==> src/rtl/lbarb_pkg.sv <==
package lbarb_pkg;
  typedef enum logic [1:0] {
    OWN_CPU   = 2'b00,
    OWN_PROBE = 2'b01,
    OWN_ALT   = 2'b10,
    OWN_IMPL  = 2'b11
  } owner_e;

  localparam int unsigned OWNER_W = 2;
endpackage

==> src/rtl/lbarb_cpu_sense.sv <==
module lbarb_cpu_sense (
  input  logic cpu_req_n,
  input  logic cpu_busy_n,
  input  logic cpu_start_n,
  output logic cpu_wants,
  output logic cpu_released,
  output logic cpu_starts
);
  // Active-low pins folded into positive-sense decisions.
  always_comb begin
    cpu_wants    = !cpu_req_n || !cpu_busy_n;
    cpu_released = cpu_req_n && cpu_busy_n;
    cpu_starts   = !cpu_start_n;
  end
endmodule

==> src/rtl/lbarb_fsm.sv <==
module lbarb_fsm
  import lbarb_pkg::*;
(
  input  logic   clk,
  input  logic   rst_n,
  input  logic   cpu_wants,
  input  logic   cpu_released,
  input  logic   cpu_starts,
  input  logic   cpu_cyc_end,
  input  logic   alt_req,
  input  logic   alt_busy,
  output owner_e state_q,
  output owner_e state_d
);
  always_comb begin
    state_d = state_q;
    unique case (state_q)
      OWN_CPU: begin
        if (cpu_released && alt_req) state_d = OWN_PROBE;
      end
      OWN_PROBE: begin
        // Transfer start wins: the processor still owns this cycle.
        if (cpu_starts)    state_d = OWN_IMPL;
        else if (cpu_wants) state_d = OWN_CPU;
        else if (alt_req)   state_d = OWN_ALT;
        else                state_d = OWN_CPU;
      end
      OWN_IMPL: begin
        if (cpu_cyc_end) state_d = OWN_CPU;
      end
      OWN_ALT: begin
        if (!alt_busy && (!alt_req || cpu_wants)) state_d = OWN_CPU;
      end
      default: state_d = OWN_CPU;
    endcase
  end

  always_ff @(posedge clk) begin
    if (!rst_n) state_q <= OWN_CPU;
    else        state_q <= state_d;
  end

  AST_IMPL_HOLD: assert property (@(posedge clk) disable iff (!rst_n)
    (state_q == OWN_IMPL && !cpu_cyc_end) |=> (state_q == OWN_IMPL));
  AST_PROBE_ONE_CLOCK: assert property (@(posedge clk) disable iff (!rst_n)
    (state_q == OWN_PROBE) |=> (state_q != OWN_PROBE));
endmodule

==> src/rtl/lbarb_grant_reg.sv <==
module lbarb_grant_reg
  import lbarb_pkg::*;
(
  input  logic   clk,
  input  logic   rst_n,
  input  owner_e state_d,
  output logic   cpu_gnt,
  output logic   alt_gnt,
  output logic   alt_early
);
  always_ff @(posedge clk) begin
    if (!rst_n) begin
      cpu_gnt   <= 1'b1;
      alt_gnt   <= 1'b0;
      alt_early <= 1'b0;
    end else begin
      cpu_gnt   <= (state_d == OWN_CPU) || (state_d == OWN_IMPL);
      alt_gnt   <= (state_d == OWN_ALT);
      alt_early <= (state_d == OWN_PROBE);
    end
  end

  AST_PROBE_NO_GRANT: assert property (@(posedge clk) disable iff (!rst_n)
    alt_early |-> (!cpu_gnt && !alt_gnt));
endmodule

==> src/rtl/lbarb_top.sv <==
module lbarb_top
  import lbarb_pkg::*;
#(
  parameter int unsigned LAT_MAX = 3
) (
  input  logic               clk,
  input  logic               rst_n,
  input  logic               cpu_req_n,
  input  logic               cpu_busy_n,
  input  logic               cpu_start_n,
  input  logic               cpu_cyc_end,
  input  logic               alt_req,
  input  logic               alt_busy,
  output logic               cpu_gnt,
  output logic               alt_gnt,
  output logic               alt_early,
  output logic [OWNER_W-1:0] owner
);
  localparam int unsigned CNT_W = $clog2(LAT_MAX + 2);

  logic   cpu_wants, cpu_released, cpu_starts;
  owner_e state_q, state_d;

  lbarb_cpu_sense u_sense (
    .cpu_req_n    (cpu_req_n),
    .cpu_busy_n   (cpu_busy_n),
    .cpu_start_n  (cpu_start_n),
    .cpu_wants    (cpu_wants),
    .cpu_released (cpu_released),
    .cpu_starts   (cpu_starts)
  );

  lbarb_fsm u_fsm (
    .clk          (clk),
    .rst_n        (rst_n),
    .cpu_wants    (cpu_wants),
    .cpu_released (cpu_released),
    .cpu_starts   (cpu_starts),
    .cpu_cyc_end  (cpu_cyc_end),
    .alt_req      (alt_req),
    .alt_busy     (alt_busy),
    .state_q      (state_q),
    .state_d      (state_d)
  );

  lbarb_grant_reg u_gnt (
    .clk       (clk),
    .rst_n     (rst_n),
    .state_d   (state_d),
    .cpu_gnt   (cpu_gnt),
    .alt_gnt   (alt_gnt),
    .alt_early (alt_early)
  );

  assign owner = state_q;

  // Wait-time observer for the idle-processor grant bound.
  logic [CNT_W-1:0] wait_cnt;
  logic             idle_wait;
  assign idle_wait = alt_req && !alt_gnt && cpu_released && !cpu_starts
                     && (state_q != OWN_IMPL);

  always_ff @(posedge clk) begin
    if (!rst_n)         wait_cnt <= '0;
    else if (idle_wait) wait_cnt <= wait_cnt + 1'b1;
    else                wait_cnt <= '0;
  end

  AST_SINGLE_GRANT: assert property (@(posedge clk) disable iff (!rst_n)
    $onehot0({cpu_gnt, alt_gnt}));
  AST_CPU_BLOCKS_ALT: assert property (@(posedge clk) disable iff (!rst_n)
    (cpu_wants && !alt_gnt) |=> !alt_gnt);
  AST_IMPL_KEEPS_CPU: assert property (@(posedge clk) disable iff (!rst_n)
    (alt_early && cpu_starts) |=> (cpu_gnt && !alt_gnt));
  AST_GRANT_LATENCY: assert property (@(posedge clk) disable iff (!rst_n)
    wait_cnt <= CNT_W'(LAT_MAX));
  AST_ALT_HOLD: assert property (@(posedge clk) disable iff (!rst_n)
    (alt_gnt && alt_busy) |=> alt_gnt);
  AST_REGRANT_CPU: assert property (@(posedge clk) disable iff (!rst_n)
    (alt_gnt && !alt_busy && !cpu_req_n) |=> (cpu_gnt && !alt_gnt));
  AST_PARK_CPU: assert property (@(posedge clk) disable iff (!rst_n)
    (cpu_gnt && !alt_req && state_q == OWN_CPU) |=> cpu_gnt);
endmodule

==> config.mk <==
export PLATFORM = sky130hd
export DESIGN_NAME = lbarb_top
export DESIGN_NICKNAME = d
export VERILOG_FILES = /design/src/rtl/lbarb_pkg.sv /design/src/rtl/lbarb_cpu_sense.sv /design/src/rtl/lbarb_fsm.sv /design/src/rtl/lbarb_grant_reg.sv /design/src/rtl/lbarb_top.sv
export SDC_FILE = /design/constraint.sdc
export NUM_CORES = 1
export LEC_CHECK = 0
export BUFFER_PORTS_ARGS = -buffer_cell sky130_fd_sc_hd__buf_4
export CORE_AREA = 2 2 39 41
export CTS_BUF_LIST = sky130_fd_sc_hd__clkbuf_2 sky130_fd_sc_hd__clkbuf_4 sky130_fd_sc_hd__clkbuf_8
export DETAILED_ROUTE_END_ITERATION = 7
export DIE_AREA = 0 0 41 43
export PLACE_DENSITY = 0.43
export SETUP_SLACK_MARGIN = 0.3
export SYNTH_ARGS = -nofsm -noshare
export SYNTH_HDL_FRONTEND = slang
export SYNTH_SLANG_ARGS = --single-unit
==> constraint.sdc <==
create_clock -name clk -period 1.45 [get_ports clk]
set_input_delay 0.0725 -clock clk [delete_from_list [all_inputs] [get_ports clk]]
set_output_delay 0.0725 -clock clk [all_outputs]
set_load 0.005 [all_outputs]
==> results.json, run 1 <==
{
  "start_util_pct": 17.6,
  "setup-tns-final_ns": 0,
  "r2r_cells": 5,
  "switchingPower_mw": 0.0884,
  "max_freq_mhz": 722,
  "fin_crit_ns": 1.38,
  "avgViaCountPerCell": 4.02,
  "start_kind": "register",
  "p_seq_share_pct": 37.4,
  "post_drt_wl_per_cell_um": 10.3,
  "grt_pass1_wl_um": 903,
  "ios": 13,
  "core_area_sq_um": 1380,
  "regArea_sq_um": 105,
  "cts_tree": "built",
  "fin_worst_skew_ns": 0.00157,
  "n_fill_cell": 148,
  "area_growth_pct": 76.9,
  "cts_made_buffers": 3,
  "internal_power_mw": 0.308,
  "path_clk_slew_ns": 0.05,
  "fp.dieH_um": 43,
  "vias": 225,
  "path_class": "register to register",
  "syn_avg_cell_area_sq_um": 10.6,
  "insertion_delay_ns": 0.24,
  "rr_startpoint": "u_fsm.state_q[0]",
  "end_kind": "register",
  "synth_top_family_by_area": "simple AND/OR/NAND/NOR gates",
  "post-place-cells": 51,
  "holdWs_ns": 0.0419,
  "maxCapViolations": 0,
  "cp_max_fo": 6,
  "hp-start": "rst_n",
  "multi_input_comb_area_sq_um": 175,
  "htreeDepth": 1,
  "insertedDiodeCount": 0,
  "slew_viol_final": 0,
  "finalWirelength_um": 577,
  "grt_pass1_vias": 233,
  "worst_pin_slew_ns": 0.332,
  "combPwrFrac_pct": 16.9,
  "die-area_sq_um": 1760,
  "synth_xor_area_share_pct": 0,
  "power_density_nw_per_um2": 918,
  "syn_inst": 23,
  "clockBufferDepth": 2,
  "switching_share_pct": 22.3,
  "ant_nets": 0,
  "mappedNetlistArea_sq_um": 244,
  "die_w_um": 41,
  "total_power_mw": 0.396,
  "drtIter0Drc": 0,
  "ys_seq_area_share_pct": 41.0,
  "drc": 0,
  "synth_seq_cells": 5,
  "leakagePower_nw": 0.195,
  "port-buffer-count": 12,
  "root_buffer": "clkbuf_4",
  "clock-sinks": 5,
  "yosysWarnings": 0,
  "drive_above_1_share_pct": 67.5,
  "synthesis.nets": 33,
  "fin_cells": 56,
  "p_clk_share_pct": 45.7,
  "relSlewSlack_pct": 77.8,
  "rrSetupSlack_ns": 0.07,
  "ir_drop_mv": 0.363,
  "gp_congestion": 0.637,
  "grt_max_degree": 7,
  "hold-path-cell-count": 2,
  "track_usage_pct": 8.13,
  "rows": 14,
  "dr.pass1.iters": 1,
  "synth_compound_area_share_pct": 14.9,
  "antenna_found_initial": 0,
  "hold_viol": 0,
  "status": "complete, no violations",
  "timing.rr.end": "u_gnt.cpu_gnt",
  "rsz0062_at_grt": "true",
  "yosysUniqueCellTypes": 14,
  "synthMuxAreaShare_pct": 0,
  "fin_crit_sh_pct": 95.5,
  "hp-class": "primary input to register",
  "final_core_util_pct": 31.2,
  "cp.arrival_ns": 1.52,
  "critical_path_required_ns": 1.59,
  "finalSetupViolCount": 0,
  "synthSimpleGateAreaFrac_pct": 32.3,
  "grt.overflow.total": 0,
  "hold_path_end": "u_gnt.cpu_gnt",
  "synthAdderAreaFrac_pct": 10.3,
  "nets": 51
}
-- how the worst max path moves through the flow --
stage | start | endpoint | slack [ns] | cells past startpoint
5_1_grt | u_fsm.state_q[0] | u_gnt.cpu_gnt | -0.01 | 5
4_1_cts | u_fsm.state_q[0] | u_gnt.cpu_gnt | 0.07 | 5
3_5_place_dp | u_fsm.state_q[0] | u_gnt.cpu_gnt | 0.06 | 5
6_report | u_fsm.state_q[0] | u_gnt.cpu_gnt | 0.07 | 5
3_3_place_gp | u_fsm.state_q[1] | u_gnt.cpu_gnt | 0.05 | 4
2_1_floorplan | u_fsm.state_q[0] | u_gnt.cpu_gnt | 0.11 | 5
-- sequential cells by signal, indices dropped and copies added, names as in the netlist --
name and cells:
u_gnt.alt_early 1, u_gnt.alt_gnt 1, u_gnt.cpu_gnt 1, u_fsm.state_q 2
-- synthesized netlist by cell type (all sizes together) --
library cell	instances	area [sq um]
and3	1	6.26
and3b	1	12.5
and2	2	12.5
inv	1	3.75
or2	1	6.26
nand2b	1	6.26
nor3b	1	7.51
dfxtp	5	100
a2111oi	1	27.5
nor2	3	11.3
ha	2	25.0
a221oi	1	8.76
nor2b	2	12.5
nand2	1	3.75
-- routing by layer --
layer	wire length, um	vias up	global-route usage (%)
met1	253	98	9.32
met2	270	12	10.6
met5	0	-	0
met4	0	0	8.00
li1	-	115	-
met3	53	0	3.14
-- layout make-up --
cell class / instances / share of cell area (%)
Clock buffer: 4 / 6.96
Inverter: 1 / 0.870
Multi-Input combinational cell: 17 / 40.6
Sequential cell: 5 / 24.3
Tap cell: 16 / 4.64
Timing Repair Buffer: 13 / 22.6
-- power by group through the flow --
stage               Clock [mW]  Combinational, mW  Sequential [mW]
finish                   0.181             0.0671            0.148
global route             0.204             0.0749            0.148
CTS                      0.192             0.0631            0.148
detailed placement           0             0.0554            0.150
global placement             0             0.0549            0.150
floorplan                    0             0.0262            0.151
-- metrics by stage --
stage	cell area, sq um	setup slack (ns)
final	432	0.0652
after floorplan	260	0.111
after global routing	432	-0.0121
after detailed placement	370	0.0600
after CTS	424	0.0727
after global placement	370	0.0494
-- critical path: stages, from the launching register on --
cell and delay (ns):
dfxtp_4 0.36, and3b_4 0.20, a2111oi_4 0.22, nor2_1 0.10
ha_2 0.26, nand2b_4 0.13
-- repair_timing --
action                                  4_1_cts  5_1_grt
buffers inserted                              1        0
pin swaps                                     3        0
gates cloned                                  0        0
endpoints found under the setup margin        3        3
hold buffers                                  0        0
resized for setup                             3        1
-- cell usage in the layout (no fill, tap or decap), drive strengths merged --
| master | instances |
|---|---|
| a2111oi | 1 |
| a221oi | 1 |
| and2 | 2 |
| and3 | 1 |
| and3b | 1 |
| buf | 13 |
| clkbuf | 4 |
| dfxtp | 5 |
| ha | 2 |
| inv | 1 |
| nand2 | 1 |
| nand2b | 1 |
| nor2 | 3 |
| nor2b | 2 |
| nor3b | 1 |
| or2 | 1 |
-- logic make-up after synthesis --
kind of cell / after synthesis
flops: 5
simple gates: 13
fa+ha+maj: 2
buf+inv: 1
compound gates: 2
(Power assumes the default switching activity.)
==> run 2: changes to the inputs <==
--- a/config.mk
+++ b/config.mk
@@ -5,13 +5,15 @@
 export SDC_FILE = /design/constraint.sdc
 export NUM_CORES = 1
 export LEC_CHECK = 0
+export ABC_AREA = 1
 export BUFFER_PORTS_ARGS = -buffer_cell sky130_fd_sc_hd__buf_4
 export CORE_AREA = 2 2 39 41
 export CTS_BUF_LIST = sky130_fd_sc_hd__clkbuf_2 sky130_fd_sc_hd__clkbuf_4 sky130_fd_sc_hd__clkbuf_8
 export DETAILED_ROUTE_END_ITERATION = 7
 export DIE_AREA = 0 0 41 43
-export PLACE_DENSITY = 0.43
+export PLACE_DENSITY = 0.44
 export SETUP_SLACK_MARGIN = 0.3
 export SYNTH_ARGS = -nofsm -noshare
 export SYNTH_HDL_FRONTEND = slang
 export SYNTH_SLANG_ARGS = --single-unit
+export TNS_END_PERCENT = 50
==> results.json, run 2 <==
{
  "synth_edf_count": 0,
  "cp.arrival_ns": 1.39,
  "insertion_delay_ns": 0.23,
  "mostFrequentLayoutCells": "buf_4, nand2_1, inv_1",
  "cts_setup_buffers": 0,
  "fin_worst_skew_ns": 0.00134,
  "synth_common_cells": "inv_1, nand2_1, dfxtp_1, nor2_1",
  "yosysWarnings": 0,
  "synth_seq_cells": 5,
  "clock-sinks": 5,
  "yosysUniqueCellTypes": 9,
  "hold-path-cell-count": 3,
  "dr.pass1.iters": 1,
  "drive_above_1_share_pct": 52.7,
  "root_buffer": "clkbuf_4",
  "cts_hold_buffers": 0,
  "clockBufferDepth": 2,
  "setup-tns-final_ns": 0,
  "setup_ws_ns": 0.186,
  "synth_top_area_cell": "dfxtp_1",
  "core_area_sq_um": 1380,
  "insertedDiodeCount": 0,
  "ios": 13,
  "fin_crit_ns": 1.26,
  "maxCapViolations": 0,
  "post-place-cells": 67,
  "grt_pass1_wl_um": 752,
  "fp.dieH_um": 43,
  "die-area_sq_um": 1760,
  "vias": 253,
  "drtIter0Drc": 0,
  "final_common_cell": "buf_4",
  "syn_avg_cell_area_sq_um": 6.72,
  "grt.overflow.total": 0,
  "regMostFlops": "u_fsm.state_q",
  "critical_path_required_ns": 1.57,
  "fin_cells": 71,
  "grt_max_degree": 6,
  "status": "complete, no violations",
  "path_clk_slew_ns": 0.04,
  "synth_flop_cell": "dfxtp_1",
  "start_util_pct": 18.4,
  "rows": 14,
  "ys_seq_area_share_pct": 39.2,
  "slew_viol_final": 0,
  "fin_crit_sh_pct": 87.2,
  "die_w_um": 41,
  "r2r_cells": 9,
  "finalSetupViolCount": 0,
  "path_class": "register to register",
  "design_area_sq_um": 430,
  "post_drt_wl_per_cell_um": 6.38,
  "port-buffer-count": 12,
  "syn_inst": 38,
  "htreeDepth": 1,
  "avgViaCountPerCell": 3.56,
  "gp_congestion": 0.632,
  "area_growth_pct": 68.6,
  "hp-class": "primary input to register",
  "ir_drop_mv": 0.331,
  "worst_pin_slew_ns": 0.199,
  "dpl.hpwl_um": 369,
  "leakagePower_nw": 0.247,
  "mappedNetlistArea_sq_um": 255,
  "cp_max_fo": 5,
  "antenna_found_initial": 0,
  "max_freq_mhz": 791,
  "track_usage_pct": 6.43,
  "async_reset_ff_share_pct": 0,
  "dpl-instance-area_sq_um": 378,
  "end_kind": "register",
  "n_fill_cell": 147,
  "ant_nets": 0,
  "finalWirelength_um": 453,
  "rsz0062_at_grt": "true",
  "nets": 66,
  "final_core_util_pct": 31.1,
  "synthTopCellsByArea": "dfxtp_1, inv_1, nand2_1",
  "hold_viol": 0,
  "grt_pass1_vias": 236,
  "relSlewSlack_pct": 86.7,
  "synthesis.nets": 48,
  "cts_made_buffers": 3,
  "cts_tree": "built",
  "start_kind": "register",
  "drc": 0,
  "synth_top_area_share_pct": 39.2,
  "largest_reg_flops": 2,
  "power_density_nw_per_um2": 894,
  "place_ws_ns": 0.0713
}
[run 2: repair_timing]
action	in CTS	in global routing
endpoints found under the setup margin	3	3
resized for setup	6	0
gates cloned	0	0
pin swaps	5	0
[run 2: report_power, final]
part	switching, mW	total (mW)	internal (mW)
Sequential	0.00381	0.148	0.144
Clock	0.0527	0.175	0.122
Combinational	0.0265	0.0622	0.0357
[run 2: area by class of cell]
| class | count | area (sq um) | share of cell area (%) |
|---|---|---|---|
| flip-flops and latches | 5 | 105 | 24.4 |
| multi-input cells | 23 | 140 | 32.6 |
| well taps | 16 | 20.0 | 4.65 |
| repair buffers | 13 | 97.6 | 22.7 |
| clock buffers | 4 | 30.0 | 6.98 |
| inverters | 10 | 37.5 | 8.72 |
[run 2: critical path, cell delays in order (launching register included)]
cell	delay, ns
dfxtp_4	0.36
inv_2	0.03
nand2_1	0.05
nand2_1	0.05
nor2_1	0.08
nand2_1	0.06
nand2_2	0.07
inv_2	0.04
ha_4	0.20
or2_4	0.21
[run 2: final timing paths]
check,start,to,slack [ns]
max,u_fsm.state_q[0],u_gnt.cpu_gnt,0.19
min,rst_n,u_gnt.alt_gnt,0.04
max reg2reg,u_fsm.state_q[0],u_gnt.cpu_gnt,0.19
min reg2reg,u_fsm.state_q[1],u_fsm.state_q[0],0.69
[run 2: through the flow]
stage	total power, mW	hold WS [ns]
global route	0.411	0.0537
floorplan	0.178	0.166
finish	0.385	0.0374
global placement	0.209	0.278
CTS	0.392	0.0281
detailed placement	0.208	0.275
[run 2: kinds of logic after synthesis]
logic type	after synthesis	synth area share [%]
adder cells (fa/ha/maj)	2	9.80
buffers and inverters	10	14.7
flip-flops	5	39.2
AND/OR/NAND/NOR	21	36.3
[run 2: metal layers]
layer	global-route usage (%)	share of wire (%)
met5	0	0
met4	4.00	0
met3	3.14	5.5
met2	9.69	53
met1	6.77	41
==> run 3: changes to the inputs <==
--- a/config.mk
+++ b/config.mk
@@ -6,7 +6,7 @@
 export NUM_CORES = 1
 export LEC_CHECK = 0
 export ABC_AREA = 1
-export BUFFER_PORTS_ARGS = -buffer_cell sky130_fd_sc_hd__buf_4
+export BUFFER_PORTS_ARGS = -buffer_cell sky130_fd_sc_hd__clkbuf_2
 export CORE_AREA = 2 2 39 41
 export CTS_BUF_LIST = sky130_fd_sc_hd__clkbuf_2 sky130_fd_sc_hd__clkbuf_4 sky130_fd_sc_hd__clkbuf_8
 export DETAILED_ROUTE_END_ITERATION = 7
==> results.json, run 3 (synthesis gave the netlist of run 2 again) <==
{
  "setup_ws_ns": 0.168,
  "fin_worst_skew_ns": 0.00167,
  "area_growth_pct": 55.9,
  "drive_above_1_share_pct": 50.9,
  "ir_drop_mv": 0.349,
  "dpl.hpwl_um": 365,
  "post-place-cells": 67,
  "cp_max_fo": 5,
  "slew_viol_final": 0,
  "dr.pass1.iters": 1,
  "max_freq_mhz": 780,
  "critical_path_required_ns": 1.57,
  "start_util_pct": 18.4,
  "rr_startpoint": "u_fsm.state_q[0]",
  "slowest_stage": "dfxtp_4",
  "cts_tree": "built",
  "post_drt_wl_per_cell_um": 6.80,
  "grt.overflow.total": 0,
  "insertedDiodeCount": 0,
  "clockBufferDepth": 2,
  "cts_hold_buffers": 0,
  "path_class": "register to register",
  "crit_start": "u_fsm.state_q[0]",
  "relSlewSlack_pct": 86.6,
  "nets": 66,
  "worst_pin_slew_ns": 0.201,
  "vias": 250,
  "regMostFlops": "u_fsm.state_q",
  "start_kind": "register",
  "finalWirelength_um": 483,
  "core_area_sq_um": 1380,
  "antenna_found_initial": 0,
  "grt_max_degree": 6,
  "root_buffer": "clkbuf_4",
  "fin_cells": 71,
  "dpl-instance-area_sq_um": 348,
  "mostFrequentLayoutCells": "clkbuf_2, nand2_1, inv_1",
  "grt_pass1_vias": 238,
  "setup.worst_path.end": "u_gnt.cpu_gnt",
  "crit_path_max_incr_delay_ns": 0.36,
  "path_clk_slew_ns": 0.04,
  "hp-class": "primary input to register",
  "rsz0062_at_grt": "true",
  "setup-tns-final_ns": 0,
  "cp.arrival_ns": 1.40,
  "drtIter0Drc": 0,
  "die_w_um": 41,
  "track_usage_pct": 7.24,
  "n_fill_cell": 161,
  "crit_path_frequent_cell": "nand2_2",
  "insertion_delay_ns": 0.23,
  "design_area_sq_um": 398,
  "drc": 0,
  "ios": 13,
  "r2r_cells": 8,
  "die-area_sq_um": 1760,
  "grt_pass1_wl_um": 821,
  "ant_nets": 0,
  "fp.dieH_um": 43,
  "place_ws_ns": 0.0675,
  "timing.rr.end": "u_gnt.cpu_gnt",
  "fin_crit_sh_pct": 88.4,
  "path_cells": "nand2_2, nor2_2, nor2_1, nand2_1, nand2_2, inv_2, ha_4, or2_4",
  "rows": 14,
  "final_common_cell": "clkbuf_2",
  "leakagePower_nw": 0.239,
  "power_density_nw_per_um2": 934,
  "end_kind": "register",
  "avgViaCountPerCell": 3.52,
  "hold_viol": 0,
  "cts_made_buffers": 3,
  "htreeDepth": 1,
  "rrSetupSlack_ns": 0.17,
  "maxCapViolations": 0,
  "largest_reg_flops": 2,
  "gp_congestion": 0.647,
  "port-buffer-count": 12,
  "fin_crit_ns": 1.28,
  "finalSetupViolCount": 0,
  "status": "complete, no violations",
  "clock-sinks": 5
}
==> run 3: cell types whose count changed in the layout (fill, tap and decap cells not counted), sizes merged <==
cell / previous run / this run
clkbuf: 4 / 16
buf: 13 / 1
==> run 3: per-stage QoR <==
step | util [%] | power (mW) | hold slack (ns)
6_report | 28.8 | 0.372 | 0.0519
5_1_grt | 28.8 | 0.401 | 0.0666
4_1_cts | 28.8 | 0.376 | 0.0501
3_5_place_dp | 25.1 | 0.200 | 0.290
3_3_place_gp | 25.1 | 0.200 | 0.292
2_1_floorplan | - | 0.178 | 0.166
==> run 3: how the worst min path moves through the flow <==
stage          startpoint              end  slack [ns]  cells after the start
2_1_floorplan       rst_n  u_gnt.alt_early        0.17                      2
3_3_place_gp        rst_n  u_gnt.alt_early        0.29                      3
3_5_place_dp        rst_n    u_gnt.alt_gnt        0.29                      3
4_1_cts             rst_n  u_gnt.alt_early        0.05                      3
5_1_grt             rst_n    u_gnt.alt_gnt        0.07                      3
6_report            rst_n  u_gnt.alt_early        0.05                      3
==> run 3: repair_timing <==
item / in CTS / in global routing
pin swaps: 5 / 0
endpoints found under the hold margin: 0 / 0
gates resized for setup: 5 / 0
buffers inserted: 0 / 0
setup endpoints to repair: 3 / 3
==> run 3: cell type report <==
class                           instances  area, sq um  area share (%)
Multi-Input combinational cell         23          135            34.0
Sequential cell                         5          108            27.0
Timing Repair Buffer                   13         67.6            17.0
Inverter                               10         37.5            9.43
Clock buffer                            4         30.0            7.55
Tap cell                               16         20.0            5.03
==> run 3: per-layer routing <==
| layer | track usage (%) | vias up | part of all wire (%) |
|---|---|---|---|
| met1 | 5.81 | 105 | 38 |
| met3 | 3.14 | 0 | 4.1 |
| li1 | - | 139 | - |
| met5 | 0 | - | 0 |
| met2 | 13.1 | 6 | 58 |
| met4 | 4.00 | 0 | 0 |
==> run 3: power breakdown <==
| group | internal, mW | switching, mW | total, mW | leakage, nW |
|---|---|---|---|---|
| Sequential | 0.142 | 0.00377 | 0.146 | 0.0422 |
| Combinational | 0.0278 | 0.0267 | 0.0545 | 0.178 |
| Clock | 0.122 | 0.0489 | 0.171 | 0.0184 |
==> run 3: worst max-delay path: cells and delay by family (launching register included) <==
kind          cells  cell delay [ns]
flops             1             0.36
fa+ha+maj         1             0.19
simple gates      6             0.57
buf+inv           1             0.06
